--- config.mk ---
export PLATFORM = sky130hd
export DESIGN_NAME = irqc_top
export DESIGN_NICKNAME = d
export VERILOG_FILES = /design/src/rtl/irqc_pkg.sv /design/src/rtl/irqc_capture.sv /design/src/rtl/irqc_enable.sv /design/src/rtl/irqc_vector.sv /design/src/rtl/irqc_top.sv
export SDC_FILE = /design/constraint.sdc
export NUM_CORES = 1
export LEC_CHECK = 0
export CAP_MARGIN = 20
export CELL_PAD_IN_SITES_DETAIL_PLACEMENT = 1
export CELL_PAD_IN_SITES_GLOBAL_PLACEMENT = 1
export CORE_ASPECT_RATIO = 1.5
export CORE_MARGIN = 2
export CORE_UTILIZATION = 28
export CTS_CLUSTER_DIAMETER = 150
export CTS_CLUSTER_SIZE = 12
export DETAILED_ROUTE_END_ITERATION = 8
export GPL_ROUTABILITY_DRIVEN = 0
export HOLD_SLACK_MARGIN = 0.15
export PLACE_DENSITY_LB_ADDON = 0.25
export SLEW_MARGIN = 30
export SYNTH_ARGS = -nofsm -noshare
export SYNTH_HDL_FRONTEND = slang
export SYNTH_HIERARCHICAL = 1
export SYNTH_SLANG_ARGS = --single-unit
--- constraint.sdc ---
create_clock -name clk -period 3.7 [get_ports clk]
set_input_delay 0.555 -clock clk [delete_from_list [all_inputs] [get_ports clk]]
set_output_delay 0.555 -clock clk [all_outputs]
set_load 0.02 [all_outputs]
--- src/rtl/irqc_pkg.sv ---
package irqc_pkg;

  localparam int unsigned DATA_W = 32;
  localparam int unsigned IDX_W  = 3;

  // Register indices; the index is the byte offset divided by four.
  typedef enum logic [IDX_W-1:0] {
    RIX_STAT  = 3'd0,
    RIX_PEND  = 3'd1,
    RIX_ENAB  = 3'd2,
    RIX_ACK   = 3'd3,
    RIX_SETEN = 3'd4,
    RIX_CLREN = 3'd5,
    RIX_VEC   = 3'd6,
    RIX_MSTR  = 3'd7
  } irqc_reg_e;

  // Master control: bit 0 follows the write, bit 1 can only be raised.
  function automatic logic [1:0] master_next(input logic [1:0] cur,
                                             input logic [1:0] wr);
    master_next = {cur[1] | wr[1], wr[0]};
  endfunction

endpackage

--- src/rtl/irqc_capture.sv ---
module irqc_capture #(
  parameter int unsigned     NSRC     = 32,
  parameter logic [NSRC-1:0] EDGE_SEL = '0
) (
  input  logic            clk,
  input  logic            rst_n,
  input  logic [NSRC-1:0] src_i,
  input  logic [NSRC-1:0] ack_i,
  output logic [NSRC-1:0] set_o,
  output logic [NSRC-1:0] status_o
);

  logic [NSRC-1:0] status_q;

  for (genvar g = 0; g < NSRC; g++) begin : g_src
    if (EDGE_SEL[g]) begin : g_edge
      logic prev_q;
      always_ff @(posedge clk or negedge rst_n) begin
        if (!rst_n) prev_q <= 1'b0;
        else        prev_q <= src_i[g];
      end
      assign set_o[g] = src_i[g] & ~prev_q;
    end else begin : g_level
      assign set_o[g] = src_i[g];
    end
  end

  // A new set has priority over an acknowledge in the same cycle.
  always_ff @(posedge clk or negedge rst_n) begin
    if (!rst_n) status_q <= '0;
    else        status_q <= (status_q & ~ack_i) | set_o;
  end

  assign status_o = status_q;

endmodule

--- src/rtl/irqc_enable.sv ---
module irqc_enable #(
  parameter int unsigned NSRC = 32
) (
  input  logic            clk,
  input  logic            rst_n,
  input  logic            wr_all_i,
  input  logic            wr_set_i,
  input  logic            wr_clr_i,
  input  logic [NSRC-1:0] data_i,
  output logic [NSRC-1:0] en_o
);

  logic [NSRC-1:0] en_q;
  logic [NSRC-1:0] en_d;

  always_comb begin
    en_d = en_q;
    if (wr_all_i)      en_d = data_i;
    else if (wr_set_i) en_d = en_q | data_i;
    else if (wr_clr_i) en_d = en_q & ~data_i;
  end

  always_ff @(posedge clk or negedge rst_n) begin
    if (!rst_n) en_q <= '0;
    else        en_q <= en_d;
  end

  assign en_o = en_q;

endmodule

--- src/rtl/irqc_vector.sv ---
module irqc_vector #(
  parameter int unsigned NSRC   = 32,
  parameter int unsigned DATA_W = 32
) (
  input  logic [NSRC-1:0]   pend_i,
  output logic [DATA_W-1:0] vec_o,
  output logic              any_o
);

  // Scan from the top down, so the lowest set index is the one that remains.
  always_comb begin
    vec_o = '1;
    for (int i = NSRC - 1; i >= 0; i--) begin
      if (pend_i[i]) vec_o = DATA_W'(i);
    end
  end

  assign any_o = |pend_i;

endmodule

--- src/rtl/irqc_top.sv ---
module irqc_top #(
  parameter int unsigned     NSRC     = 32,
  parameter logic [NSRC-1:0] EDGE_SEL = 32'hFFFF_0000
) (
  input  logic                        clk,
  input  logic                        rst_n,
  input  logic [irqc_pkg::IDX_W-1:0]  bus_addr,
  input  logic                        bus_we,
  input  logic [irqc_pkg::DATA_W-1:0] bus_wdata,
  output logic [irqc_pkg::DATA_W-1:0] bus_rdata,
  input  logic [NSRC-1:0]             irq_src,
  output logic                        irq_o
);
  import irqc_pkg::*;

  irqc_reg_e       sel;
  logic            wr_ack;
  logic            wr_all;
  logic            wr_set;
  logic            wr_clr;
  logic            wr_mstr;
  logic [NSRC-1:0] ack_mask;
  logic [NSRC-1:0] cap_set;
  logic [NSRC-1:0] status;
  logic [NSRC-1:0] enable;
  logic [NSRC-1:0] pend;
  logic [DATA_W-1:0] vec;
  logic            any_pend;
  logic [1:0]      master_q;

  assign sel     = irqc_reg_e'(bus_addr);
  assign wr_ack  = bus_we && (sel == RIX_ACK);
  assign wr_all  = bus_we && (sel == RIX_ENAB);
  assign wr_set  = bus_we && (sel == RIX_SETEN);
  assign wr_clr  = bus_we && (sel == RIX_CLREN);
  assign wr_mstr = bus_we && (sel == RIX_MSTR);
  assign ack_mask = wr_ack ? bus_wdata[NSRC-1:0] : '0;

  irqc_capture #(.NSRC(NSRC), .EDGE_SEL(EDGE_SEL)) cap_i (
    .clk(clk), .rst_n(rst_n), .src_i(irq_src), .ack_i(ack_mask),
    .set_o(cap_set), .status_o(status)
  );

  irqc_enable #(.NSRC(NSRC)) en_i (
    .clk(clk), .rst_n(rst_n), .wr_all_i(wr_all), .wr_set_i(wr_set),
    .wr_clr_i(wr_clr), .data_i(bus_wdata[NSRC-1:0]), .en_o(enable)
  );

  assign pend = status & enable;

  irqc_vector #(.NSRC(NSRC), .DATA_W(DATA_W)) vec_i (
    .pend_i(pend), .vec_o(vec), .any_o(any_pend)
  );

  always_ff @(posedge clk or negedge rst_n) begin
    if (!rst_n)       master_q <= 2'b00;
    else if (wr_mstr) master_q <= master_next(master_q, bus_wdata[1:0]);
  end

  assign irq_o = any_pend & master_q[0] & master_q[1];

  always_comb begin
    bus_rdata = '0;
    unique case (sel)
      RIX_STAT: bus_rdata[NSRC-1:0] = status;
      RIX_PEND: bus_rdata[NSRC-1:0] = pend;
      RIX_ENAB: bus_rdata[NSRC-1:0] = enable;
      RIX_VEC:  bus_rdata           = vec;
      RIX_MSTR: bus_rdata[1:0]      = master_q;
      default:  bus_rdata           = '0;
    endcase
  end

endmodule

==> run_results.csv, run 1 <==
group,metric,value,unit
floorplan,coreArea,18550,sq um
grt,grt_pass1_vias,4780,
grt,grt_pass1_wl,26580,um
sta,clock.fmax,285.1,MHz
setup_path,cp.arrival,2.95,ns
place,io_buffers,102,
power,p_total,2852,uW
clock_network,clockBufferDepth,2,
yosys,synthCells,567,
cells_and_area,n_antenna_cell,0,
sta,period_minus_slack,3.508,ns
clock_network,cts_buffers,9,
sta,hold_viol,0,
detailed_routing,finalWirelength,16690,um
cells_and_area,drive_gt1_frac,0.1130,
sta,slew_violations,0,
sta,setup_viol,0,
setup_path,crit_path_start_kind,"flop",
sta,finClkSkew,0.002873,ns
sta,finalSetupTns,0,ns
setup_path,slowest_stage,"clkdlybuf4s50_1",
sta,slew_headroom,0.4378,
yosys,syn_avg_cell_area,9.337,sq um
setup_path,cp_max_fo,4,
detailed_routing,wire_per_inst,18.59,um
floorplan,io_pins,103,
detailed_routing,drtPass1Iterations,4,
place,placedCellCount,882,
clock_network,cts_sinks,82,
clock_network,clkTransAtPathRegs,0.06,ns
run_status,outcome,"finished clean",
floorplan,initial_core_util,0.2854,
yosys,syn-cell-area,5294,sq um
setup_path,critPathMaxStageDelay,0.64,ns
setup_path,required,3.14,ns
power,cellLeakagePower,0.002625,uW
grt,grt_usage,0.1739,
clock_network,clk-insertion-delay-late,0.35,ns
setup_path,cp-end-kind,"output port",
floorplan,die_y,172.4,um
detailed_routing,antenna_left,0,
power,power.density,426.8,nW/um^2
floorplan,die_x,116.3,um
detailed_routing,vias_per_cell,4.900,
yosys,syn-num-nets,637,
setup_path,crit_type,"reg2out",
setup_path,worstPathCellList,"and2_1 -> or4_4 -> a21boi_1 -> o21bai_1 -> a21boi_1 -> nand2_1 -> o221ai_1 -> clkdlybuf4s50_1",
sta,fin_crit_sh,0.9481,
cells_and_area,layout.cells.non_filler,898,
sta,tightest_slew,0.8433,ns
detailed_routing,drc,0,
cells_and_area,post-route-cell-area,6683,sq um
power,vdd_drop_max,0.2002,mV
place,hpwl,11680,um
sta,rsz0062_at_grt,"false",
run,max_cap_viol_count,0,
clock_network,cts_tree,"built",
min_path,hold_class,"in2async",
grt,grt_max_degree,60,
cells_and_area,area_growth,26.23,%
grt,antenna_found_initial,0,
clock_network,root_buffer,"clkbuf_16",
floorplan,die_area,20050,sq um
floorplan,rows,61,
place,placed_cell_area,6389,sq um
cells_and_area,final_nets,711,
yosys,ys_warn_count,6,
detailed_routing,drt-initial-drc-count,170,
grt,grt-ovfl-total,0,
detailed_routing,vias,4400,
setup_path,cpMostUsedCell,"a21boi_1",
clock_network,htree_levels,3,
==> area by class of cell <==
type                            count  area [sq um]
Multi-Input combinational cell    389          2719
Clock inverter                      6         65.06
Sequential cell                    82          2052
Tap cell                          252         315.3
Timing Repair Buffer              120          1146
Inverter                           39         146.4
Clock buffer                       10         239.0
Fill cell                        2127         11860
==> cell usage in the layout (no fill, tap or decap), types with 20 or more instances in the layout <==
cell,instances
dfrtp_1,82
a32o_1,32
o221ai_1,20
mux2i_1,30
nand2_1,101
and2_1,65
clkdlybuf4s50_1,72
dlygate4sd2_1,26
a21o_1,33
inv_1,39
==> timing repair <==
item | in CTS | in global routing
endpoints found under the setup margin | 27 | 2
setup buffers | 0 | 0
endpoints found under the hold margin | 0 | 0
pin swaps | 0 | 0
gates resized for setup | 28 | 4
hold buffers | 0 | 0
==> critical path: cells and delay by family, from the launching register on <==
| kind | cells | cell delay, ns |
|---|---|---|
| AND/OR/NAND/NOR | 3 | 0.88 |
| buffers and inverters | 1 | 0.64 |
| AO/OA/AOI/OAI | 4 | 0.68 |
| flip-flops | 1 | 0.41 |
==> per-layer routing <==
| metal | routed length [um] | track usage |
|---|---|---|
| met5 | 0 | 0 |
| met1 | 7160 | 0.2164 |
| met2 | 8681 | 0.3079 |
| met3 | 594 | 0.02594 |
| met4 | 255 | 0.05176 |
==> power by group <==
group          switching (uW)  internal (uW)
registers                79.2           1000
clock network             389            543
logic                     445            394
==> final timing paths <==
path | start | cells past startpoint | to | slack, ns
max | cap_i/status_o[24]$_DFF_PN0_ | 8 | bus_rdata[2] | 0.19
min | rst_n | 1 | cap_i/g_src[27].g_edge.prev_q$_DFF_PN0_ | 0.30
max reg2reg | flop | 1 | flop | 2.93
min reg2reg | cap_i/status_o[30]$_DFF_PN0_ | 1 | cap_i/status_o[30]$_DFF_PN0_ | 0.51
max in group asynchronous | rst_n | 2 | cap_i/status_o[4]$_DFF_PN0_ | 2.54
min in group clk | cap_i/status_o[30]$_DFF_PN0_ | 1 | cap_i/status_o[30]$_DFF_PN0_ | 0.51
==> metrics by stage <==
step,setup slack [ns],hold WS [ns],utilization
after floorplan,0.5548,0.2594,-
after global placement,0.2766,0.4672,0.3445
after detailed placement,0.2705,0.4845,0.3445
after CTS,0.007097,0.3230,0.3598
after global routing,0.03180,0.3488,0.3603
final,0.1921,0.2958,0.3603
Note: power is estimated with default switching activity, not from simulation.
==> run 2, diff against run 1 <==
- GPL_TIMING_DRIVEN: not set -> 0
- SLEW_MARGIN: 30 -> not set
==> run 2 against run 1 <==
Net effect: sequential share of layout area is 1.7 points lower; maximum frequency shrank 1.1%; register-to-register slack is essentially flat; via count grew 4.3%; combinational power grew 2%; non-clock buffer count up 46; clock-buffer cell count decreased by 1; cell count up 5.3%; critical path type unchanged; global-route usage increased by 0.42 points.
==> run_results.csv, run 2 (synthesis results as in run 1) <==
group,metric,value,unit
clock_network,root_buffer,"clkbuf_16",
sta,tightest_slew,0.5457,ns
grt,grt_pass1_vias,4955,
detailed_routing,drc,0,
sta,finClkSkew,0.002561,ns
grt,grt_pass1_wl,26970,um
place,placedCellCount,921,
cells_and_area,layout.cells.non_filler,946,
grt,grt_max_degree,68,
power,power.density,414.1,nW/um^2
setup_path,cp-end-kind,"output port",
place,placed_cell_area,6645,sq um
sta,finalSetupTns,0,ns
power,cellLeakagePower,0.002867,uW
detailed_routing,vias,4589,
floorplan,coreArea,18550,sq um
cells_and_area,n_antenna_cell,0,
place,place_ws,-0.6141,ns
sta,clock.fmax,281.9,MHz
floorplan,io_pins,103,
cells_and_area,layout_common_cells,"nand2_1 (101), dfrtp_1 (82), clkdlybuf4s50_1 (72)",
detailed_routing,drtPass1Iterations,4,
sta,slew_headroom,0.6362,
floorplan,die_y,172.4,um
sta,rsz0062_at_grt,"false",
cells_and_area,post-route-cell-area,7079,sq um
clock_network,clkTransAtPathRegs,0.07,ns
power,vdd_drop_max,0.2304,mV
cells_and_area,post-route-util,0.3817,
detailed_routing,drt-initial-drc-count,153,
grt,grt-ovfl-total,0,
floorplan,initial_core_util,0.2854,
place,io_buffers,101,
clock_network,cts_buffers,9,
floorplan,die_area,20050,sq um
run_status,outcome,"finished clean",
sta,slew_violations,0,
clock_network,cts_sinks,82,
detailed_routing,finalWirelength,16800,um
setup_path,crit_type,"reg2out",
detailed_routing,vias_per_cell,4.851,
setup_path,crit_path_start_kind,"flop",
clock_network,clk-insertion-delay-late,0.35,ns
sta,period_minus_slack,3.547,ns
detailed_routing,antenna_left,0,
cells_and_area,final_nets,759,
clock_network,htree_levels,3,
min_path,hold_class,"reg2reg",
place,hpwl,12160,um
setup_path,required,3.14,ns
clock_network,cts_tree,"built",
sta,hold_viol,0,
detailed_routing,wire_per_inst,17.76,um
run,max_cap_viol_count,0,
setup_path,cp.arrival,2.99,ns
cells_and_area,final_common_cell,"nand2_1",
setup_path,cp_max_fo,5,
sta,setup_viol,0,
sta,fin_ws,0.1529,ns
floorplan,die_x,116.3,um
clock_network,clockBufferDepth,2,
cells_and_area,drive_gt1_frac,0.1628,
grt,grt_usage,0.1781,
floorplan,rows,61,
sta,fin_crit_sh,0.9587,
cells_and_area,area_growth,33.73,%
grt,antenna_found_initial,0,
[run 2: changes by cell type in the layout (fill, tap and decap cells not counted), moves of 3 or more]
cell      previous run  this run
buf_4               17        37
buf_2                1        11
clkbuf_1             0         7
buf_6                0         6
and2_4               0         3
[run 2: critical path, cell delays in order (launching register included)]
cell and delay [ns]:
dfrtp_1 0.39, and2_1 0.23, or4_4 0.56, a21boi_1 0.21, o21bai_1 0.10, a21boi_1 0.16
nand2_1 0.07, o221ai_1 0.26, clkdlybuf4s50_1 0.66
[run 2: timing repair]
action / CTS / global route
gates cloned: 2 / 0
endpoints found under the hold margin: 15 / 0
hold buffers: 1 / 0
gates resized for setup: 36 / 10
pin swaps: 1 / 1
setup endpoints to repair: 27 / 9
setup buffers: 3 / 3
[run 2: path summary, 6_finish.rpt]
check / from / end / slack [ns] / depth (start not counted)
max: flop / bus_rdata[2] / 0.15 / 8
min: master_q[1]$_DFFE_PN0P_ / master_q[1]$_DFFE_PN0P_ / 0.50 / 1
max reg2reg: flop / flop / 2.92 / 1
min reg2reg: master_q[1]$_DFFE_PN0P_ / master_q[1]$_DFFE_PN0P_ / 0.50 / 1
max in group asynchronous: rst_n / asynchronous set/reset pin / 2.47 / 3
min in group asynchronous: rst_n / cap_i/g_src[26].g_edge.prev_q$_DFF_PN0_ / 0.61 / 2
[run 2: cell type report]
cell class / count / area, sq um
fill: 2146 / 11470
multi-input combinational: 391 / 2776
sequential: 82 / 2052
timing repair buffer: 109 / 1062
buffer: 57 / 399.1
tap: 252 / 315.3
clock buffer: 9 / 225.2
inverter: 39 / 146.4
clock inverter: 7 / 102.6
[run 2: through the flow]
| stage | hold slack, ns | power (uW) |
|---|---|---|
| floorplan | 0.2594 | 1598 |
| global placement | 0.4585 | 1927 |
| detailed placement | 0.4420 | 1958 |
| CTS | 0.5014 | 2964 |
| global route | 0.5204 | 3098 |
| finish | 0.4981 | 2932 |
[run 2: where the power goes]
group          switching [uW]  internal (uW)  total (uW)
Clock                     393            597         990
Combinational             459            400         859
Sequential               81.0           1000        1080
Total                     934           2000        2930
[run 2: metal layers]
metal | vias to the layer above | GRT usage | part of all wire
met1 | 2294 | 0.2096 | 0.42
met5 | - | 0 | 0
met3 | 22 | 0.02944 | 0.029
li1 | 2193 | - | -
met2 | 80 | 0.3208 | 0.54
met4 | 0 | 0.06573 | 0.021
